File: src/rtl/canwk_pkg.sv
package canwk_pkg;
    typedef enum logic [1:0] {
        PAT_IDLE = 2'd0,
        PAT_DOM1 = 2'd1,
        PAT_REC  = 2'd2
    } pat_e;
endpackage

File: src/rtl/canwk_sync.sv
module canwk_sync #(
    parameter int STAGES = 2
) (
    input  logic clk,
    input  logic rst_n,
    input  logic d_i,
    output logic q_o
);
    logic [STAGES-1:0] sh_d, sh_q;

    always_comb begin
        sh_d = {sh_q[STAGES-2:0], d_i};
    end

    always_ff @(posedge clk or negedge rst_n) begin
        if (!rst_n) sh_q <= '0;
        else        sh_q <= sh_d;
    end

    assign q_o = sh_q[STAGES-1];
endmodule

File: src/rtl/canwk_phase_filter.sv
module canwk_phase_filter
    import canwk_pkg::*;
#(
    parameter int MIN_PHASE = 4
) (
    input  logic clk,
    input  logic rst_n,
    input  logic lvl_i,
    output logic chg_o,
    output logic wake_o
);
    localparam int RUN_W = $clog2(MIN_PHASE + 1);
    localparam logic [RUN_W-1:0] RUN_MIN  = RUN_W'(MIN_PHASE);
    localparam logic [RUN_W-1:0] RUN_LAST = RUN_W'(MIN_PHASE - 1);

    typedef struct packed {
        logic             lvl;
        logic [RUN_W-1:0] run;
        pat_e             pat;
        logic             wake;
    } flt_t;

    flt_t st_d, st_q;
    logic chg, qual;

    always_comb begin
        st_d      = st_q;
        st_d.wake = 1'b0;
        chg       = (lvl_i != st_q.lvl);
        qual      = 1'b0;
        if (chg) begin
            st_d.lvl = lvl_i;
            st_d.run = RUN_W'(1);
            if (st_q.run < RUN_MIN) st_d.pat = PAT_IDLE;
        end else if (st_q.run < RUN_MIN) begin
            st_d.run = st_q.run + RUN_W'(1);
            qual     = (st_q.run == RUN_LAST);
        end
        if (qual) begin
            if (lvl_i) begin
                if (st_q.pat == PAT_REC) st_d.wake = 1'b1;
                st_d.pat = PAT_DOM1;
            end else if (st_q.pat == PAT_DOM1) begin
                st_d.pat = PAT_REC;
            end
        end
    end

    always_ff @(posedge clk or negedge rst_n) begin
        if (!rst_n) st_q <= '{lvl: 1'b0, run: '0, pat: PAT_IDLE, wake: 1'b0};
        else        st_q <= st_d;
    end

    assign chg_o  = chg;
    assign wake_o = st_q.wake;

    AST_WAKE_AFTER_REC: assert property (@(posedge clk) disable iff (!rst_n)
        st_q.wake |-> $past(st_q.pat == PAT_REC));
    AST_WAKE_ONE_CYCLE: assert property (@(posedge clk) disable iff (!rst_n)
        st_q.wake |=> !st_q.wake);
    AST_SHORT_RESTART: assert property (@(posedge clk) disable iff (!rst_n)
        (chg && st_q.run < RUN_MIN) |=> (st_q.pat == PAT_IDLE));
endmodule

File: src/rtl/canwk_offline_timer.sv
module canwk_offline_timer #(
    parameter int SHORT_TICKS = 1024,
    parameter int LONG_TICKS  = 4096
) (
    input  logic clk,
    input  logic rst_n,
    input  logic restart_i,
    input  logic wake_i,
    input  logic force_i,
    input  logic long_sel_i,
    output logic pulse_o
);
    localparam int TMR_W = $clog2(LONG_TICKS + 1);
    localparam logic [TMR_W-1:0] LIM_SHORT = TMR_W'(SHORT_TICKS - 1);
    localparam logic [TMR_W-1:0] LIM_LONG  = TMR_W'(LONG_TICKS - 1);

    typedef struct packed {
        logic [TMR_W-1:0] tmr;
        logic             force_long;
        logic             pulse;
    } tmr_t;

    tmr_t st_d, st_q;
    logic [TMR_W-1:0] lim;

    always_comb begin
        st_d       = st_q;
        st_d.pulse = 1'b0;
        if (force_i)     st_d.force_long = 1'b1;
        else if (wake_i) st_d.force_long = 1'b0;
        lim = (force_i || st_q.force_long || long_sel_i) ? LIM_LONG : LIM_SHORT;
        if (restart_i || force_i) begin
            st_d.tmr = '0;
        end else if (st_q.tmr >= lim) begin
            st_d.tmr   = '0;
            st_d.pulse = 1'b1;
        end else begin
            st_d.tmr = st_q.tmr + TMR_W'(1);
        end
    end

    always_ff @(posedge clk or negedge rst_n) begin
        if (!rst_n) st_q <= '{tmr: '0, force_long: 1'b0, pulse: 1'b0};
        else        st_q <= st_d;
    end

    assign pulse_o = st_q.pulse;

    AST_PULSE_SINGLE: assert property (@(posedge clk) disable iff (!rst_n)
        st_q.pulse |=> !st_q.pulse);
    AST_TMR_BOUND: assert property (@(posedge clk) disable iff (!rst_n)
        st_q.tmr <= LIM_LONG);
    AST_FORCE_HELD: assert property (@(posedge clk) disable iff (!rst_n)
        force_i |=> st_q.force_long);
endmodule

File: src/rtl/canwk_monitor.sv
module canwk_monitor #(
    parameter int SYNC_STAGES = 2,
    parameter int MIN_PHASE   = 4,
    parameter int SHORT_TICKS = 1024,
    parameter int LONG_TICKS  = 4096
) (
    input  logic clk,
    input  logic rst_n,
    input  logic bus_dom_i,
    input  logic long_sel_i,
    input  logic offline_enter_i,
    input  logic online_exit_i,
    output logic wake_flag_o,
    output logic wake_pulse_o,
    output logic offline_pulse_o
);
    logic lvl_s, chg, wake;
    logic flag_d, flag_q, clr;

    canwk_sync #(.STAGES(SYNC_STAGES)) u_sync (
        .clk(clk), .rst_n(rst_n), .d_i(bus_dom_i), .q_o(lvl_s)
    );

    canwk_phase_filter #(.MIN_PHASE(MIN_PHASE)) u_flt (
        .clk(clk), .rst_n(rst_n), .lvl_i(lvl_s), .chg_o(chg), .wake_o(wake)
    );

    canwk_offline_timer #(.SHORT_TICKS(SHORT_TICKS), .LONG_TICKS(LONG_TICKS)) u_tmr (
        .clk(clk), .rst_n(rst_n), .restart_i(chg | wake), .wake_i(wake),
        .force_i(offline_enter_i), .long_sel_i(long_sel_i), .pulse_o(offline_pulse_o)
    );

    always_comb begin
        clr    = offline_enter_i | online_exit_i;
        flag_d = clr ? 1'b0 : (wake ? 1'b1 : flag_q);
    end

    always_ff @(posedge clk or negedge rst_n) begin
        if (!rst_n) flag_q <= 1'b0;
        else        flag_q <= flag_d;
    end

    assign wake_flag_o  = flag_q;
    assign wake_pulse_o = wake;

    AST_FLAG_SET: assert property (@(posedge clk) disable iff (!rst_n)
        (wake_pulse_o && !offline_enter_i && !online_exit_i) |=> wake_flag_o);
    AST_FLAG_CLEAR: assert property (@(posedge clk) disable iff (!rst_n)
        (offline_enter_i || online_exit_i) |=> !wake_flag_o);
endmodule

File: config.mk
export PLATFORM = sky130hd
export DESIGN_NAME = canwk_monitor
export DESIGN_NICKNAME = d
export VERILOG_FILES = /design/src/rtl/canwk_pkg.sv /design/src/rtl/canwk_sync.sv /design/src/rtl/canwk_phase_filter.sv /design/src/rtl/canwk_offline_timer.sv /design/src/rtl/canwk_monitor.sv
export SDC_FILE = /design/constraint.sdc
export NUM_CORES = 1
export LEC_CHECK = 0
export BUFFER_PORTS_ARGS = -buffer_cell sky130_fd_sc_hd__buf_2
export CAP_MARGIN = 20
export CORE_AREA = 3 3 56 63
export DETAILED_ROUTE_END_ITERATION = 8
export DIE_AREA = 0 0 59 66
export SETUP_SLACK_MARGIN = 0.3
export SYNTH_ARGS = -nofsm -noshare
export SYNTH_HDL_FRONTEND = slang
export SYNTH_SLANG_ARGS = --single-unit
File: constraint.sdc
create_clock -name clk -period 2.3 [get_ports clk]
set_input_delay 0.115 -clock clk [delete_from_list [all_inputs] [get_ports clk]]
set_output_delay 0.115 -clock clk [all_outputs]
set_load 0.1 [all_outputs]
==> run summary <==
The run finished with clean final reports. The worst-case IR drop observed on VDD is 0.3420 mV. The mapped netlist covers 1170 um2.

For the count of endpoints failing hold in the final timing report, the log shows 0. Across every metal layer, demand over resource in global routing totals 11.54%. The antenna diode count is 0.

The actual transition at the worst max-transition pin is 0.5514 ns, and the aggregate global routing overflow is 0. The logs give 125 for the synthesized netlist net count and 1318 um2 for the cell area after layout. Power share of the combinational group: 16.5%. Setup total negative slack on the finished layout was measured at 0 ns.

The count of routing violations after the opening detailed-route iteration is 61. The number of clock sinks was 25. The logic depth of the worst setup path including buffers works out to 6. The final critical-path share of the clock period is 79.67%, and the number of remaining DRC errors is 0. Yosys mapped the design onto 26 distinct sky130hd cell types. The region available for standard cell placement spans 2995 um2. For the normalized max-slew margin, the log shows 63.24%.

Part of the power in the clock network: 23.5%. Clock-pin slew was measured on the worst setup and hold paths at 0.13 ns. The tools report the Yosys warning count as 0. The count of H-tree levels built during CTS is 1, and the mean instance size in the synthesized netlist is 10.26 um2.

The post-place instance area was 1235 um2; the proportion of layout cells with a drive suffix above 1 was 14.17%. Setup repair after global routing left no endpoint under its margin. Grouping stages by cell kind, the critical path spends the most delay in simple AND/OR/NAND/NOR gates. The maximum single-stage delay on the critical path is 0.53 ns. The logs give 2 for the maximum clock path buffer count and 3894 um2 for the area of the die. The initialized floorplan defines 21 standard-cell rows. By startpoint and endpoint, the worst setup path is classified as reg -> reg.

The run gives 2.52 ns as the critical path required time. Across all layers, the routed design uses 807 vias. The pin count of the biggest net entering global routing is 26, and the area overhead of the layout relative to synthesis is 12.62%.

Net switching component of the power: 0.2311 mW. The vertical extent of the die was 66 um. The biggest fanout along the worst timing path came out at 13. The count of buffer and inverter cells on the critical path was 1; the top achievable clock speed was 545.7 MHz. Counting cells, the worst reg-to-reg path comes to 6. Summed over all layers, the routed wires come to 1919 um. Measured along the x axis, the die boundary spans 59 um. Using the TritonRoute via totals, the vias-per-cell ratio works out to 5.012.

TritonCTS built the clock tree. On the critical path, the stage with the largest delay is an instance of sky130_fd_sc_hd__or4_4. The fraction of power spent switching nets works out to 27.82%. In the final design database the tool counted 139 nets.

Synthesis handed over a netlist of 114 instances. In the post-synthesis netlist, the biggest area contributors are sky130_fd_sc_hd__dfrtp_1 (53%), sky130_fd_sc_hd__xnor2_1 (7.5%), sky130_fd_sc_hd__nor2_1 (6.1%), sky130_fd_sc_hd__ha_1 (5.3%), sky130_fd_sc_hd__xor2_1 (3.0%). Startpoint type of the worst setup path: a flip-flop. Registers are responsible for 60.0% of the overall power.

Once the floorplan was initialized, standard cells occupied 39.06% of the core. The via count of the first global-routing pass came out at 799. The internal power of the cells totals 0.5996 mW. The library cells used most frequently in the layout, excluding fill and tap cells, are sky130_fd_sc_hd__dfrtp_1 (25), sky130_fd_sc_hd__nor2_1 (19), sky130_fd_sc_hd__xnor2_1 (10). Portion of the post-synthesis area used by sequential elements: 53.48%. Cell type contributing the most total cell area after synthesis: sky130_fd_sc_hd__dfrtp_1. The tools report the number of buffers created by CTS as 3. In this run the count of I/O pins placed on the die edge is 9. The HPWL after detailed placement is 1355 um. Once detail routing completed, the nets flagged for antenna violations numbered 0.

The tools report the kind of end point of the critical path as a flip-flop. Leaving out fill and tap cells, the most frequent cell in the layout is sky130_fd_sc_hd__dfrtp_1. For flop-to-flop paths, the worst setup slack is 0.47 ns. The design draws 0.8307 mW. The leakage dissipation is 0.5639 nW, and the number of buffers added on ports is 8. Setup violations remaining at the end of the flow were counted as 0.

The global placer's final weighted congestion is 0.7984. The average routed wire per standard cell is 11.92 um. For the worst setup path, the data arrival time is 2.06 ns. For hold timing, the worst endpoint is u_tmr.st_q[1]. The worst hold path begins at offline_enter_i. In this run the critical register-to-register path is captured at u_tmr.st_q[7]. Dividing total power by cell area gives a power density of 630.5 nW/um2. The first-pass iteration count of the detailed router came out at 4.

Clock latency on the worst-skew pair, taken at its later pin, is 0.32 ns. The logs give 0 for the number of antenna violations at the first check in global routing and 3415 um for the wire length of the first global-routing pass. The worst hold path belongs to the class in -> reg.

The post-route minimum period came out at 1.832 ns. After clock tree synthesis, the setup repair step added 0 buffers. For the max-capacitance violation count, the log shows 0. The critical path goes through ha_1, nand4_1, or4_4, o21ai_2, buf_6, nor2_1. The tools report the worst setup skew after layout as 0.007953 ns. The share of synthesized area in the top cell type comes to 53.48%. The depth of the worst hold-timing path came out at 2. The worst flop-to-flop path startpoint was u_tmr.st_q[13].

The number of storage elements in the synthesis netlist is 25, and the max-slew violation total from the final report is 0. The tools report the cell chosen for the clock root as sky130_fd_sc_hd__clkbuf_4.
[routing by layer]
layer	vias up	routed length (um)	share of wire, %	track usage [%]
li1	412	-	-	-
met1	379	893	47	13.97
met2	12	918	48	18.09
met3	4	72	3.8	4.492
met4	0	34	1.8	4.816
met5	-	0	0	0
[power by group through the flow]
stage	clock network, mW	registers, mW	logic [mW]
after floorplan	0	0.499	0.105
after global placement	0	0.506	0.129
after detailed placement	0	0.508	0.133
after CTS	0.209	0.499	0.138
after global routing	0.229	0.504	0.161
final	0.195	0.498	0.137
[worst register-to-register path: stages (launching register included)]
cell	delay, ns
sky130_fd_sc_hd__dfrtp_1	0.44
sky130_fd_sc_hd__ha_1	0.31
sky130_fd_sc_hd__nand4_1	0.09
sky130_fd_sc_hd__or4_4	0.53
sky130_fd_sc_hd__o21ai_2	0.14
sky130_fd_sc_hd__buf_6	0.16
sky130_fd_sc_hd__nor2_1	0.06
[how the worst max path moves through the flow]
stage	end	slack, ns	start
2_1_floorplan	u_tmr.st_q[13]	0.44	u_tmr.st_q[1]
3_3_place_gp	u_tmr.st_q[12]	0.38	u_tmr.st_q[1]
3_5_place_dp	u_tmr.st_q[4]	0.36	u_tmr.st_q[1]
4_1_cts	u_tmr.st_q[8]	0.35	u_tmr.st_q[1]
5_1_grt	u_tmr.st_q[9]	0.35	u_tmr.st_q[1]
6_report	u_tmr.st_q[7]	0.47	u_tmr.st_q[13]
[final cells by class]
| cell class | count | area [um2] |
|---|---|---|
| fillers | 302 | 1678 |
| flip-flops and latches | 25 | 625.6 |
| multi-input cells | 79 | 508.0 |
| repair buffers | 13 | 91.34 |
| well taps | 34 | 42.54 |
| clock buffers | 3 | 22.52 |
| inverters | 6 | 22.52 |
| clock inverters | 1 | 5.005 |
[sequential cells by signal, summed over array words and instances, names as in the netlist]
| signal | count |
|---|---|
| u_sync.sh_q | 2 |
| u_flt.wake_o | 1 |
| u_tmr.st_q | 14 |
| wake_flag_o | 1 |
| u_tmr.pulse_o | 1 |
| u_flt.st_q | 6 |
[cells by family after synthesis]
| family | Yosys count | share of synthesized area (%) |
|---|---|---|
| xor gates and xnor gates | 14 | 10.48 |
| muxes | 1 | 0.8556 |
| AOI/OAI and AO/OA | 12 | 6.525 |
| adders and majority gates | 5 | 5.348 |
| DFF | 25 | 53.48 |
| and+or+nand+nor | 47 | 19.25 |
| buffers and inverters | 10 | 4.064 |
[synth_stat cells]
library cell                instances
sky130_fd_sc_hd__a211o_1            1
sky130_fd_sc_hd__a211oi_1           1
sky130_fd_sc_hd__a21o_1             1
sky130_fd_sc_hd__a21oi_1            5
sky130_fd_sc_hd__buf_2              2
sky130_fd_sc_hd__buf_6              1
sky130_fd_sc_hd__clkbuf_1           1
sky130_fd_sc_hd__dfrtp_1           25
sky130_fd_sc_hd__ha_1               5
sky130_fd_sc_hd__inv_1              6
sky130_fd_sc_hd__mux2i_1            1
sky130_fd_sc_hd__nand2_1            8
sky130_fd_sc_hd__nand3_1            5
sky130_fd_sc_hd__nand4_1            2
sky130_fd_sc_hd__nand4bb_1          1
sky130_fd_sc_hd__nor2_1            19
sky130_fd_sc_hd__nor3_1             6
sky130_fd_sc_hd__nor4_1             4
sky130_fd_sc_hd__o21a_1             1
sky130_fd_sc_hd__o21ai_0            1
sky130_fd_sc_hd__o21ai_2            1
sky130_fd_sc_hd__o22ai_1            1
sky130_fd_sc_hd__or3b_2             1
sky130_fd_sc_hd__or4_4              1
sky130_fd_sc_hd__xnor2_1           10
sky130_fd_sc_hd__xor2_1             4
[metrics by stage]
| stage | utilization, % | hold slack (ns) | setup WS (ns) | cells |
|---|---|---|---|---|
| CTS | 43.48 | 0.03631 | 0.3463 | 161 |
| finish | 43.99 | 0.06883 | 0.4675 | 161 |
| global placement | 41.23 | 0.1340 | 0.3793 | 153 |
| floorplan | - | -0.1806 | 0.4385 | 114 |
| global route | 43.99 | 0.06228 | 0.3462 | 161 |
| detailed placement | 41.23 | 0.1460 | 0.3568 | 153 |
[timing repair]
item,4_1_cts,5_1_grt
hold endpoints to repair,27,0
setup endpoints to repair,0,13
hold buffers,4,0
resized for setup,0,3
No activity file was read; power rests on OpenSTA's default activity.
